$ cat config.mk
export PLATFORM = sky130hd
export DESIGN_NAME = bmode_top
export DESIGN_NICKNAME = d
export VERILOG_FILES = /design/src/rtl/bmode_pkg.sv /design/src/rtl/bmode_ctrl.sv /design/src/rtl/bmode_dpath.sv /design/src/rtl/bmode_top.sv
export SDC_FILE = /design/constraint.sdc
export NUM_CORES = 1
export LEC_CHECK = 0
export BUFFER_PORTS_ARGS = -buffer_cell sky130_fd_sc_hd__buf_2
export CAP_MARGIN = 10
export CELL_PAD_IN_SITES_DETAIL_PLACEMENT = 1
export CELL_PAD_IN_SITES_GLOBAL_PLACEMENT = 1
export CORE_MARGIN = 2
export CORE_UTILIZATION = 19
export DETAILED_ROUTE_END_ITERATION = 10
export HOLD_SLACK_MARGIN = 0.1
export PLACE_DENSITY_LB_ADDON = 0.1
export RECOVER_POWER = 100
export SLEW_MARGIN = 20
export SYNTH_ARGS = -nofsm -noshare
export SYNTH_HDL_FRONTEND = slang
export SYNTH_SLANG_ARGS = --single-unit
$ cat constraint.sdc
create_clock -name clk -period 2.2 [get_ports clk]
set_clock_uncertainty 0.15 [all_clocks]
set_input_delay 0.22 -clock clk [delete_from_list [all_inputs] [get_ports clk]]
set_output_delay 0.22 -clock clk [all_outputs]
set_load 0.02 [all_outputs]
$ cat src/rtl/bmode_pkg.sv
package bmode_pkg;
  localparam int unsigned MODE_W = 3;

  typedef struct packed {
    logic bootRom;
    logic special;
    logic expand;
  } modeBits_t;

  typedef struct packed {
    logic remapEn;
    logic romEn;
  } ctlStrobe_t;
endpackage

$ cat src/rtl/bmode_ctrl.sv
module bmode_ctrl
  import bmode_pkg::*;
(
  input  logic              clk,
  input  logic              rstN,
  input  logic              modePinA,
  input  logic              modePinB,
  input  logic              fuseOpen,
  input  logic              regWe,
  input  logic [MODE_W-1:0] regWdata,
  output modeBits_t         modeQ,
  output logic              resetBlockQ,
  output ctlStrobe_t        strobe
);
  modeBits_t pinMode;
  modeBits_t wrMode;

  // decode of the straps; a secured part never sees the expand strap
  always_comb begin
    pinMode.expand  = modePinA & fuseOpen;
    pinMode.special = ~modePinB;
    pinMode.bootRom = ~modePinB & ~pinMode.expand;
  end

  // special may only be kept or dropped; boot ROM needs special
  always_comb begin
    wrMode.special = modeQ.special & regWdata[1];
    wrMode.expand  = regWdata[0];
    wrMode.bootRom = regWdata[2] & wrMode.special;
  end

  always_ff @(posedge clk) begin
    if (!rstN) begin
      modeQ       <= pinMode;
      resetBlockQ <= pinMode.bootRom;
    end else if (regWe && modeQ.special) begin
      modeQ <= wrMode;
    end
  end

  always_comb begin
    strobe.remapEn = modeQ.special;
    strobe.romEn   = modeQ.bootRom & modeQ.special;
  end
endmodule

$ cat src/rtl/bmode_dpath.sv
module bmode_dpath
  import bmode_pkg::*;
#(
  parameter int unsigned        ADDR_W    = 16,
  parameter int unsigned        REMAP_BIT = 14,
  parameter logic [ADDR_W-1:0]  ROM_BASE  = 16'hBF40,
  parameter int unsigned        ROM_BYTES = 192
) (
  input  ctlStrobe_t        strobe,
  input  logic              vecFetch,
  input  logic [ADDR_W-1:0] cpuAddr,
  output logic [ADDR_W-1:0] memAddr,
  output logic              bootRomSel
);
  localparam logic [ADDR_W-1:0] ROM_END = ADDR_W'(ROM_BASE + ROM_BYTES - 1);

  logic clearBit;
  assign clearBit = strobe.remapEn & vecFetch;

  for (genvar i = 0; i < ADDR_W; i++) begin : g_bit
    if (i == REMAP_BIT) begin : g_remap
      assign memAddr[i] = cpuAddr[i] & ~clearBit;
    end else begin : g_pass
      assign memAddr[i] = cpuAddr[i];
    end
  end

  assign bootRomSel = strobe.romEn && (memAddr >= ROM_BASE) && (memAddr <= ROM_END);
endmodule

$ cat src/rtl/bmode_top.sv
module bmode_top
  import bmode_pkg::*;
(
  input  logic        clk,
  input  logic        rstN,
  input  logic        modePinA,
  input  logic        modePinB,
  input  logic        fuseOpen,
  input  logic        regWe,
  input  logic [2:0]  regWdata,
  output logic [2:0]  regRdata,
  output logic        resetBlock,
  input  logic        vecFetch,
  input  logic [15:0] cpuAddr,
  output logic [15:0] memAddr,
  output logic        bootRomSel
);
  modeBits_t  modeQ;
  ctlStrobe_t strobe;

  bmode_ctrl u_ctrl (
    .clk(clk), .rstN(rstN), .modePinA(modePinA), .modePinB(modePinB),
    .fuseOpen(fuseOpen), .regWe(regWe), .regWdata(regWdata),
    .modeQ(modeQ), .resetBlockQ(resetBlock), .strobe(strobe)
  );

  bmode_dpath #(.ADDR_W(16), .REMAP_BIT(14), .ROM_BASE(16'hBF40), .ROM_BYTES(192)) u_dpath (
    .strobe(strobe), .vecFetch(vecFetch), .cpuAddr(cpuAddr),
    .memAddr(memAddr), .bootRomSel(bootRomSel)
  );

  assign regRdata = {modeQ.bootRom & modeQ.special, modeQ.special, modeQ.expand};
endmodule

==> run metrics <==
Max-Cap Viols=0; first-pass GRT wire length=1130 µm; Die Ht=47.1 µm; highest routed layer=met4; final total power=253 µW; Yosys reg bits=4; Num Clock Sinks=4; GPL Wtd Cong=0.658; Worst Hold Path EP=u_ctrl.modeQ[0]; worst rel slew slack=81.4%; DRC violations left=0; dominant cell type by area after synthesis=buf_4; Setup CP Type=reg2out; Leakage=0.179 nW; Core Box Area=1750 µm²; post_cts resized=0; vias in the first global route=280; Routed wire per std cell=10.2 µm; critical register-to-register path startpoint=u_ctrl.modeQ[1]; hold buffers post-CTS=0; met1 WL=327 µm; CP max stage cell=edfxtp_1; Post-synth EDFFs=4; antenna viol nets, final=0; Met3 Wirelength=91 µm; top-count cell post-synth=buf_4; Chip Width=47.1 µm; Setup TNS=0 ns; WL final=858 µm; Initial Util=about a fifth; Data arrival, critical path=1.38 ns; worst r2r dst=u_ctrl.modeQ[2]; P&R area growth vs syn=20.6%; Reg clk slew, reported paths=0.04 ns; Synth cell types=13; CP required=1.83 ns; diode count=0; area share of the largest cell type after synthesis=36.2%; Fin. Hold Viols=0; pwr dens=596 nW/µm²; postcts setup bufs=0; Worst Hold Class=in2reg; unrepaired setup endpoints after global routing=false; grt total ovfl=0; worst hold stages=3; TritonCTS buffer count=3; fmax=570 MHz; VDD IR max=158 µV; Vias/cell=roughly 3.8; Async SR Flop Fraction=0%; clock latency on the worst-skew pair=0.23 ns; pin count of the biggest net entering global routing=8; Cells after Synth=39; post-route clock period utilization=between 70% and 80%; Period minus WS final=1.75 ns; die area=2220 µm²; number of core rows=15; CP Cell Sequence=a21boi_0 -> nor4_2 -> clkbuf_1; initial DRC count=4; layout cells sized above 1=39.0%; critical path capture point type=output pin; CTS tree=yes; Hold Slack=between 0.1 and 0.15 ns; # setup viols final=0; Worst setup SP type=flop; H-tree Lvls=1; Max clock buf depth=2; reg2reg path depth=2; Total Nets Final=87; Total Routing Usage GR=7.76%; Commonest cells post-synth=buf_4 (17), nand2_1 (6), edfxtp_1 (4), nand3_1 (2), o21ai_0 (2); antenna violations before repair=0; Max Slew Vio Count=0; Yosys warning count=0; Hold Path Origin=regWdata[0]; max incr delay on CP=0.45 ns; crit-path max FO=7; fill cell count=232; Layout Utilization=between 20% and 30%; met2 wire len=about 420 µm; drt first pass iters=4; I/O Pins=between 40 and 50; outcome=finished, final reports clean; post-synthesis cell area=around 350 µm²; R2R Setup Slk=1.10 ns; leading post-synthesis cells by cell area=buf_4 (36%), edfxtp_1 (34%), nand2_1 (6.4%), nor4_2 (3.5%), a21boi_2 (3.2%); IO Port Bufs=34; Worst-Margin Slew=0.277 ns; root buf cell=clkbuf_4; Mapped Nets=between 60 and 70; register area share after synthesis=between 30% and 40%; vias post-DR=around 320; Syn Area/Cell=9.05 µm²; Top FF cell, synth=edfxtp_1
## where the power goes
group,internal [mW],total (mW),switching (mW)
Sequential,0.0929,0.0977,0.00475
Combinational,0.0236,0.0658,0.0422
Clock,0.0610,0.0900,0.0291
## flip-flops by register name, indices dropped and copies added (netlist names)
register	cells
u_ctrl.modeQ	3
u_ctrl.resetBlockQ	1
## critical path, delay by kind of cell (launching register included)
| kind | cells | cell delay (ns) |
|---|---|---|
| flip-flops | 1 | 0.45 |
| AND/OR/NAND/NOR | 1 | 0.28 |
| buffers and inverters | 1 | 0.26 |
| AO/OA/AOI/OAI | 1 | 0.17 |
## kinds of logic after synthesis
group,count (synthesis),share of synthesized area [%]
flip-flops,4,34.0
buffers and inverters,18,37.2
AO/OA/AOI/OAI,6,12.1
AND/OR/NAND/NOR,11,16.7
## cell usage in the layout, fill, tap and decap left out
master	instances
buf_2	18
clkbuf_1	16
nand2_1	6
edfxtp_1	4
clkbuf_4	3
o21ai_0	2
nand3_1	2
inv_1	1
and2_2	1
a21oi_1	1
o2bb2ai_1	1
a21boi_0	1
nand4_1	1
o211ai_1	1
nor4_2	1
## worst max-delay path by stage
stage,depth (start not counted),slack (ns),to,startpoint
after floorplan,2,0.74,bootRomSel,u_ctrl.modeQ[1]
after global placement,3,0.84,bootRomSel,u_ctrl.modeQ[1]
after detailed placement,3,0.81,bootRomSel,u_ctrl.modeQ[1]
after CTS,3,0.55,bootRomSel,u_ctrl.modeQ[1]
after global routing,3,0.33,bootRomSel,u_ctrl.modeQ[1]
final,3,0.45,bootRomSel,u_ctrl.modeQ[1]
## routing by layer
layer  up-vias  global-route usage (%)
met5         -                       0
met4         0                    11.1
met3         8                    1.54
met2        16                    10.4
met1       134                    8.60
li1        157                       -
## final cells by class
class	count	area [µm²]	share of cell area, %
Clock buffer	3	22.5	5.29
Tap cell	25	31.3	7.35
Multi-Input combinational cell	17	97.6	22.9
Timing Repair Buffer	34	150	35.3
Inverter	1	3.75	0.882
Sequential cell	4	120	28.2
## through the flow
stage                     std cells  worst slack [ns]  cell area [µm²]
after global placement           81             0.841              427
after CTS                        84             0.553              449
after global routing             84             0.328              425
final                            84             0.446              425
after detailed placement         81             0.811              427
after floorplan                  39             0.741              353
No activity file was read; power rests on OpenSTA's default activity.
